### src/rtl/alarm_pkg.sv
// Package: shared constants and the field index type for the alarm unit.
// Assumes the six fields are ordered second first, month last, matching
// their register offsets.
package alarm_pkg;

    localparam int FIELD_CNT = 6;
    localparam int BCD_W     = 7;

    typedef enum logic [2:0] {
        FLD_SEC  = 3'd0,
        FLD_MIN  = 3'd1,
        FLD_HOUR = 3'd2,
        FLD_WDAY = 3'd3,
        FLD_MDAY = 3'd4,
        FLD_MON  = 3'd5
    } field_e;

endpackage

### src/rtl/alarm_regfile.sv
// Module: alarm_regfile
// Holds the six compare registers (BCD value plus enable per byte) and
// decodes the register address for them. Each field's address is
// BASE_ADDR + field index. Assumes writes are single-cycle strobes.
module alarm_regfile #(
    parameter int ADDR_W    = 4,
    parameter int DATA_W    = 8,
    parameter int FIELDS    = alarm_pkg::FIELD_CNT,
    parameter int BASE_ADDR = 8
) (
    input  logic                           clk,
    input  logic                           rst_n,
    input  logic                           wr_en,
    input  logic [ADDR_W-1:0]              addr,
    input  logic [DATA_W-1:0]              wdata,
    output logic [FIELDS-1:0][DATA_W-1:0]  regs,
    output logic [FIELDS-1:0]              sel
);

    genvar gi;
    generate
        for (gi = 0; gi < FIELDS; gi++) begin : g_field
            localparam logic [ADDR_W-1:0] MY_ADDR = ADDR_W'(BASE_ADDR + gi);

            // Address decode for this field's register.
            assign sel[gi] = (addr == MY_ADDR);

            // Storage of this field's compare byte.
            always_ff @(posedge clk) begin
                if (!rst_n) begin
                    regs[gi] <= '0;
                end else if (wr_en && sel[gi]) begin
                    regs[gi] <= wdata;
                end
            end
        end
    endgenerate

endmodule

### src/rtl/alarm_cmp.sv
// Module: alarm_cmp
// Compares each enabled field against the live BCD counter. A field with
// its enable bit low counts as a hit. Reports a match only on the strobe
// and only if at least one field is enabled. Purely combinational.
module alarm_cmp #(
    parameter int DATA_W = 8,
    parameter int FIELDS = alarm_pkg::FIELD_CNT
) (
    input  logic [FIELDS-1:0][DATA_W-1:0]  regs,
    input  logic [FIELDS-1:0][DATA_W-2:0]  now,
    input  logic                           tick,
    output logic                           any_en,
    output logic                           match
);

    localparam int EN_POS = DATA_W - 1;
    localparam int VAL_W  = DATA_W - 1;

    logic [FIELDS-1:0] en_vec;
    logic [FIELDS-1:0] hit_vec;

    genvar gi;
    generate
        for (gi = 0; gi < FIELDS; gi++) begin : g_cmp
            // Per-field enable and equality; disabled fields always hit.
            assign en_vec[gi]  = regs[gi][EN_POS];
            assign hit_vec[gi] = !en_vec[gi] || (regs[gi][VAL_W-1:0] == now[gi]);
        end
    endgenerate

    // Combine per-field results into the strobe-qualified match.
    always_comb begin
        any_en = |en_vec;
        match  = tick && any_en && (&hit_vec);
    end

endmodule

### src/rtl/alarm_flag_ctl.sv
// Module: alarm_flag_ctl
// Keeps the sticky alarm flag and the interrupt enable. Software can only
// clear the flag; a compare match in the same cycle wins over the clear.
module alarm_flag_ctl #(
    parameter int DATA_W   = 8,
    parameter int FLAG_POS = 0,
    parameter int IE_POS   = 3
) (
    input  logic              clk,
    input  logic              rst_n,
    input  logic              ctrl_wr,
    input  logic [DATA_W-1:0] wdata,
    input  logic              set_req,
    output logic              flag,
    output logic              ie,
    output logic              irq
);

    // Flag: set by match, cleared by a zero write, set has priority.
    always_ff @(posedge clk) begin
        if (!rst_n) begin
            flag <= 1'b0;
        end else if (set_req) begin
            flag <= 1'b1;
        end else if (ctrl_wr && !wdata[FLAG_POS]) begin
            flag <= 1'b0;
        end
    end

    // Interrupt enable: plain read/write bit.
    always_ff @(posedge clk) begin
        if (!rst_n) begin
            ie <= 1'b0;
        end else if (ctrl_wr) begin
            ie <= wdata[IE_POS];
        end
    end

    // Interrupt output gated by the enable.
    assign irq = flag && ie;

endmodule

### src/rtl/alarm_match_unit.sv
// Module: alarm_match_unit (top)
// Masked BCD alarm comparator: six compare registers, a control register
// holding flag and interrupt enable, and a combinational read port.
// Assumes the time inputs already show the new second when sec_tick is high.
module alarm_match_unit #(
    parameter int ADDR_W    = 4,
    parameter int DATA_W    = 8,
    parameter int BASE_ADDR = 8,
    parameter int CTRL_ADDR = 14,
    parameter int FLAG_POS  = 0,
    parameter int IE_POS    = 3
) (
    input  logic              clk,
    input  logic              rst_n,
    input  logic [DATA_W-2:0] cur_sec,
    input  logic [DATA_W-2:0] cur_min,
    input  logic [DATA_W-2:0] cur_hour,
    input  logic [DATA_W-2:0] cur_wday,
    input  logic [DATA_W-2:0] cur_mday,
    input  logic [DATA_W-2:0] cur_mon,
    input  logic              sec_tick,
    input  logic              reg_wr,
    input  logic [ADDR_W-1:0] reg_addr,
    input  logic [DATA_W-1:0] reg_wdata,
    output logic [DATA_W-1:0] reg_rdata,
    output logic              irq_alarm
);

    import alarm_pkg::*;

    localparam int VAL_W = DATA_W - 1;
    localparam logic [ADDR_W-1:0] CTRL_A = ADDR_W'(CTRL_ADDR);

    logic [FIELD_CNT-1:0][DATA_W-1:0] cmp_regs;
    logic [FIELD_CNT-1:0]             cmp_sel;
    logic [FIELD_CNT-1:0][VAL_W-1:0]  now_vec;
    logic                             any_en;
    logic                             set_req;
    logic                             ctrl_sel;
    logic                             ctrl_wr;
    logic                             flag;
    logic                             ie;
    logic                             irq;

    // Gather the live counter fields in register order.
    always_comb begin
        now_vec[FLD_SEC]  = cur_sec;
        now_vec[FLD_MIN]  = cur_min;
        now_vec[FLD_HOUR] = cur_hour;
        now_vec[FLD_WDAY] = cur_wday;
        now_vec[FLD_MDAY] = cur_mday;
        now_vec[FLD_MON]  = cur_mon;
    end

    assign ctrl_sel = (reg_addr == CTRL_A);
    assign ctrl_wr  = reg_wr && ctrl_sel;

    alarm_regfile #(
        .ADDR_W    (ADDR_W),
        .DATA_W    (DATA_W),
        .FIELDS    (FIELD_CNT),
        .BASE_ADDR (BASE_ADDR)
    ) u_regs (
        .clk   (clk),
        .rst_n (rst_n),
        .wr_en (reg_wr),
        .addr  (reg_addr),
        .wdata (reg_wdata),
        .regs  (cmp_regs),
        .sel   (cmp_sel)
    );

    alarm_cmp #(
        .DATA_W (DATA_W),
        .FIELDS (FIELD_CNT)
    ) u_cmp (
        .regs   (cmp_regs),
        .now    (now_vec),
        .tick   (sec_tick),
        .any_en (any_en),
        .match  (set_req)
    );

    alarm_flag_ctl #(
        .DATA_W   (DATA_W),
        .FLAG_POS (FLAG_POS),
        .IE_POS   (IE_POS)
    ) u_flag (
        .clk     (clk),
        .rst_n   (rst_n),
        .ctrl_wr (ctrl_wr),
        .wdata   (reg_wdata),
        .set_req (set_req),
        .flag    (flag),
        .ie      (ie),
        .irq     (irq)
    );

    // Read mux: control word, one compare register, or zero.
    always_comb begin
        reg_rdata = '0;
        if (ctrl_sel) begin
            reg_rdata[FLAG_POS] = flag;
            reg_rdata[IE_POS]   = ie;
        end
        for (int i = 0; i < FIELD_CNT; i++) begin
            if (cmp_sel[i]) begin
                reg_rdata = cmp_regs[i];
            end
        end
    end

    assign irq_alarm = irq;

endmodule

### config.mk
export PLATFORM = sky130hd
export DESIGN_NAME = alarm_match_unit
export DESIGN_NICKNAME = d
export VERILOG_FILES = /design/src/rtl/alarm_pkg.sv /design/src/rtl/alarm_regfile.sv /design/src/rtl/alarm_cmp.sv /design/src/rtl/alarm_flag_ctl.sv /design/src/rtl/alarm_match_unit.sv
export SDC_FILE = /design/constraint.sdc
export NUM_CORES = 1
export LEC_CHECK = 0
export BUFFER_PORTS_ARGS = -buffer_cell sky130_fd_sc_hd__buf_2
export CAP_MARGIN = 0
export CORE_AREA = 2 2 87 89
export DETAILED_ROUTE_END_ITERATION = 8
export DIE_AREA = 0 0 89 91
export GPL_ROUTABILITY_DRIVEN = 0
export GPL_TIMING_DRIVEN = 0
export PLACE_DENSITY = 0.62
export SLEW_MARGIN = 20
export SYNTH_ARGS = -nofsm -noshare
export SYNTH_HDL_FRONTEND = slang
export SYNTH_SLANG_ARGS = --single-unit
### constraint.sdc
create_clock -name clk -period 2.18 [get_ports clk]
set_input_delay 0.218 -clock clk [delete_from_list [all_inputs] [get_ports clk]]
set_output_delay 0.218 -clock clk [all_outputs]
set_load 0.01 [all_outputs]
==> metrics, run 1 <==
status=completed; ant diodes=0; crit start category=input pin; warnings from Yosys=0; maximum fanout along the worst path=10; Synth Flop Type=dfxtp_1; final hold violations=0; Crit path required time=1.96 ns; syn nets=353; crit share post-route=93.08%; post-CTS setup buffer count=0; CP arrival=1.81 ns; GRT Util Overall=20.21%; Final Slew Violations=0; Post-Synthesis Cells=295; post-synthesis sequential area ratio=35.37%; vias in the first global route=2332; DRC viols=0; Layout area overhead=19.81%; most instantiated cells after synthesis=dfxtp_1 (50), nor2b_1 (36), mux2i_1 (33); #FFs+latches synth=50; antenna violations before repair=0; Rows=31; Initial Util=39.66%; Multi-input gate area=1752 um^2; Filler Cell Count=756; wire per inst=17.05 um; worst-margin pin slew=0.5593 ns; CTS tree=yes; Post-CTS Hold Fix Bufs=0; Syn Std Cell Area=2830 um^2; Distinct cells, synth=36; Seq. cell area=1001 um^2; router iterations before antenna repair=6; final WL=7981 um; Area contributors post-synth=dfxtp_1 (35%), mux2i_1 (12%), xnor2_1 (8.4%); asr flop ratio synth=0%; global-route wire length before repair=12230 um; total die area=8099 um^2; dpl hpwl=6182 um; number of flops mapped to enable cells by yosys=0; share of post-route cells with drive strength above 1=25.20%; # clock sinks=50; Avg Cell Area, Syn=9.594 um^2; Die Wd=89 um; Slew HR=62.60%; Leak Pwr=1.246 nW; via-per-instance ratio=5.216; core box area=7137 um^2; count of endpoints failing setup in the final report=0; count leader, synth=dfxtp_1; unrepaired setup endpoints after global routing=false; Yosys top cell area share=35.37%; final setup TNS=0 ns; Worst setup EP type=output pin; shortest period the worst path allows=2.029 ns; leading area contributor after synthesis=dfxtp_1; post-layout util=47.51%; PD cells=541.4 nW/um^2; FMAX=492.8 MHz; CTS resizes=0; total grt overflow=0; Root Buffer=clkbuf_8; Die Y=91 um; maxcap violations=0; worst skew pair latency=0.30 ns; clock slew at reported path FFs=0.09 ns; Hold WC Path Type=in -> reg; CTS max path bufs=2; pin count of the biggest net entering global routing=15; Num CTS Buffers=5; I/O Buffers=66; H-tree depth=2; Final #Nets=426; hold_ws=0.1891 ns; crit path kind=in -> out; boundary pin count=67; maximum vdd drop=0.2376 mV; clock skew=0.005636 ns; Vias=2441; total power=1.836 mW; initial drt markers=149; antenna viol nets, final=0
path summary, 6_finish.rpt:
path	from	endpoint	slack, ns	cells past startpoint
setup / recovery	reg_addr[0]	reg_rdata[6]	0.15	6
hold / removal	sec_tick	u_flag.flag	0.19	3
setup reg to reg	u_regs.regs[33]	u_flag.flag	0.63	5
hold reg to reg	u_regs.regs[37]	u_regs.regs[37]	0.50	2
sequential cells by signal, summed over array words and instances (netlist names):
signal / flops
u_regs.regs: 48
u_flag.ie: 1
u_flag.flag: 1
metal layers:
layer	global-route usage (%)	up-vias	share of wire (%)
met5	0	-	0
met4	6.716	0	2.4
li1	-	1194	-
met2	31.34	79	46
met1	28.52	1156	46
met3	3.000	12	5.4
power breakdown:
group | switching (mW) | total [mW] | leakage [nW] | internal (mW)
Clock | 0.310 | 0.654 | 0.0524 | 0.344
Combinational | 0.131 | 0.244 | 0.790 | 0.113
Sequential | 0.0127 | 0.938 | 0.404 | 0.925
Total | 0.454 | 1.84 | 1.25 | 1.38
placed cells by master, fill, tap and decap left out, types with 3 or more instances in the layout:
cell	n
inv_1	5
nor2_1	8
nand2_1	22
mux2i_1	33
nor2b_1	36
xor2_1	15
dfxtp_1	50
buf_2	71
o41ai_1	5
clkbuf_1	9
o21ai_0	3
mux4_2	6
xnor2_1	27
a222oi_1	4
nand4_1	10
clkbuf_8	5
a21boi_0	16
nand3_1	16
logic make-up (layout without fill, tap and decap cells):
group | Yosys count | in the layout | synth area share (%)
XOR/XNOR | 42 | 42 | 13.00
multiplexers | 41 | 41 | 17.24
AO/OA/AOI/OAI | 40 | 40 | 10.88
flip-flops | 50 | 50 | 35.37
AND/OR/NAND/NOR | 104 | 104 | 20.78
buffers and inverters | 18 | 92 | 2.741
worst max-delay path, cell delays in order:
cell and delay [ns]:
buf_2 0.17, buf_4 0.24, mux4_2 0.55, a222oi_1 0.41
inv_1 0.07, buf_2 0.14
layout make-up:
cell class,instances,share of cell area (%)
clock buffer,7,2.251
timing repair buffer,66,9.742
clock inverter,1,0.8856
multi-input combinational,227,51.66
buffer,13,1.734
sequential,50,29.52
inverter,5,0.5535
tap,99,3.653
stage by stage:
step                cell area (um^2)  instances  worst slack [ns]
floorplan                       2830        295            0.6410
global placement                3284        460            0.1577
detailed placement              3284        460            0.1484
CTS                             3391        468            0.1454
global route                    3391        468           0.09194
finish                          3391        468            0.1508
No activity file was read; power rests on OpenSTA's default activity.
==> run 2, diff against run 1 <==
--- a/config.mk
+++ b/config.mk
@@ -5,11 +5,12 @@
 export SDC_FILE = /design/constraint.sdc
 export NUM_CORES = 1
 export LEC_CHECK = 0
+export ABC_AREA = 1
 export BUFFER_PORTS_ARGS = -buffer_cell sky130_fd_sc_hd__buf_2
 export CAP_MARGIN = 0
-export CORE_AREA = 2 2 87 89
+export CORE_AREA = 2 2 88 90
 export DETAILED_ROUTE_END_ITERATION = 8
-export DIE_AREA = 0 0 89 91
+export DIE_AREA = 0 0 90 92
 export GPL_ROUTABILITY_DRIVEN = 0
 export GPL_TIMING_DRIVEN = 0
 export PLACE_DENSITY = 0.62
==> metrics, run 2 <==
Hold WC Path Type=in -> reg; Yosys top cell area share=34.33% (-1.0 points); Final #Nets=582 (+37%); ant diodes=0 (unchanged); final WL=8618 um (+8.0%); final worst slack=0.4757 ns (+0.3249 ns); global-route wire length before repair=13760 um (+13%); Filler Cell Count=824 (+9.0%); FMAX=586.8 MHz (+19%); GRT Util Overall=20.99% (+0.78 points); warnings from Yosys=0 (unchanged); CTS max path bufs=2 (unchanged); final setup TNS=0 ns (unchanged); Rows=32 (+3.2%); Avg Cell Area, Syn=6.464 um^2 (-33%); most instantiated cells after synthesis=nand2_1 (137), inv_1 (65), a21oi_1 (55); post-CTS setup buffer count=0 (unchanged); fin area=3480 um^2 (+2.6%); unrepaired setup endpoints after global routing=false; I/O Buffers=66 (unchanged); hold_ws=0.2444 ns (+0.05528 ns); total grt overflow=0 (unchanged); Slew HR=68.37% (+5.8 points); maximum vdd drop=0.2307 mV (-2.9%); worst-margin pin slew=0.4744 ns (-0.08483 ns); DRC viols=0 (unchanged); Final Slew Violations=0 (unchanged); Initial Util=39.15% (-0.51 points); Worst setup EP type=output pin; share of post-route cells with drive strength above 1=18.67% (-6.5 points); Most flops, register=u_regs.regs; crit path kind=in -> out; Largest regs=u_regs.regs: 48 flops, u_flag.flag: 1 flops, u_flag.ie: 1 flops; Layout area overhead=19.36%; leading area contributor after synthesis=dfxtp_1; clock slew at reported path FFs=0.09 ns (about the same); total die area=8280 um^2 (+2.2%); reg2reg path depth=10 (+5); #FFs+latches synth=50 (unchanged); maximum fanout along the worst path=8 (-2); crit share post-route=78.18% (-15 points); Post-Synthesis Cells=451 (+53%); Leak Pwr=1.575 nW (+26%); post-layout util=46.72% (-0.79 points); pin count of the biggest net entering global routing=15 (unchanged); H-tree depth=2 (unchanged); number of cells after detailed placement=619 (+35%); Root Buffer=clkbuf_8; via-per-instance ratio=4.898 (-6.1%); clock skew=0.005954 ns (+0.0003181 ns); commonest non-fill, non-tap cell in the layout=nand2_1; crit start category=input pin; # clock sinks=50 (unchanged); final non-filler cell total=627 (+34%); count of endpoints failing setup in the final report=0 (unchanged); Synth Flop Type=dfxtp_1; Vias=3071 (+26%); Area contributors post-synth=dfxtp_1 (34%), nand2_1 (18%), a21oi_1 (9.4%); CP arrival=1.49 ns (-0.32 ns); most frequent cells in the layout=nand2_1 (137), buf_2 (68), inv_1 (65); router iterations before antenna repair=4 (-2); final hold violations=0 (unchanged); post-synthesis sequential area ratio=34.33% (-1.0 points); asr flop ratio synth=0% (unchanged); shortest period the worst path allows=1.704 ns (-0.3249 ns); pre-CTS WS=0.5271 ns (+0.3787 ns); status=completed; Die Wd=90 um (+1.1%); PD cells=537.9 nW/um^2 (-0.66%); count leader, synth=nand2_1; boundary pin count=67 (unchanged); Syn Std Cell Area=2915 um^2 (+3.0%); Die Y=92 um (+1.1%); core box area=7447 um^2 (+4.3%); maxcap violations=0 (unchanged); number of flops mapped to enable cells by yosys=0 (unchanged); Num CTS Buffers=5 (unchanged); CTS resizes=0 (unchanged); dpl hpwl=6666 um (+7.8%); antenna viol nets, final=0 (unchanged); Post-CTS Hold Fix Bufs=0 (unchanged); hold depth=3 (unchanged); Distinct cells, synth=29 (-19%); CTS tree=yes; total power=1.872 mW (+1.9%); max FFs per register=48 (unchanged); wire per inst=13.74 um (-19%); initial drt markers=181 (+21%); antenna violations before repair=0 (unchanged); syn nets=509 (+44%); Crit path required time=1.96 ns (about the same); worst skew pair latency=0.30 ns (about the same); Placement Cell Area=3373 um^2 (+2.7%); vias in the first global route=2851 (+22%)
-- run 2: changes by cell type after synthesis, sizes merged, moves of 8 or more --
cell and delta:
xnor2 -16, a21boi -16, nand2 +119, nor2 +15, o21ai +36, nor2b -36, mux2i -33, a21oi +53
inv +65, xor2 -8
-- run 2: kinds of logic after synthesis --
logic type             Yosys count  synth area share [%]
AO/OA/AOI/OAI                  107                 19.79
XOR/XNOR                        18                 5.408
buffers and inverters           83                 12.70
flip-flops                      50                 34.33
AND/OR/NAND/NOR                193                 27.77
-- run 2: power breakdown --
group	internal, mW	switching [mW]
Combinational	0.106	0.161
Sequential	0.932	0.0123
Clock	0.344	0.316
-- run 2: final cells by class --
cell class / instances / area, um^2 / share of cell area (%)
Clock buffer: 7 / 76.32 / 2.193
Clock inverter: 1 / 30.03 / 0.8630
Sequential cell: 50 / 1001 / 28.77
Multi-Input combinational cell: 318 / 1544 / 44.37
Inverter: 70 / 267.8 / 7.695
Buffer: 13 / 102.6 / 2.949
Tap cell: 102 / 127.6 / 3.668
Timing Repair Buffer: 66 / 330.3 / 9.493
-- run 2: per-layer routing --
metal / wire length [um] / global-route usage, % / share of wire [%]
met1: 3965 / 27.85 / 46
met2: 3971 / 34.46 / 46
met3: 484 / 3.369 / 5.6
met4: 197 / 7.821 / 2.3
met5: 0 / 0 / 0
-- run 2: path summary, 6_finish.rpt --
check | startpoint | to | slack (ns)
worst max-delay path | reg_addr[3] | reg_rdata[1] | 0.48
worst max register to register | u_regs.regs[2] | u_flag.flag | 0.82
worst min register to register | u_regs.regs[47] | u_regs.regs[47] | 0.49
worst min-delay path | rst_n | u_regs.regs[23] | 0.24
-- run 2: worst max-delay path: stages --
cell	delay, ns
buf_2	0.11
inv_1	0.11
nor2_4	0.07
nand2_1	0.25
o22ai_1	0.11
a21oi_1	0.25
o2111ai_1	0.19
buf_2	0.18
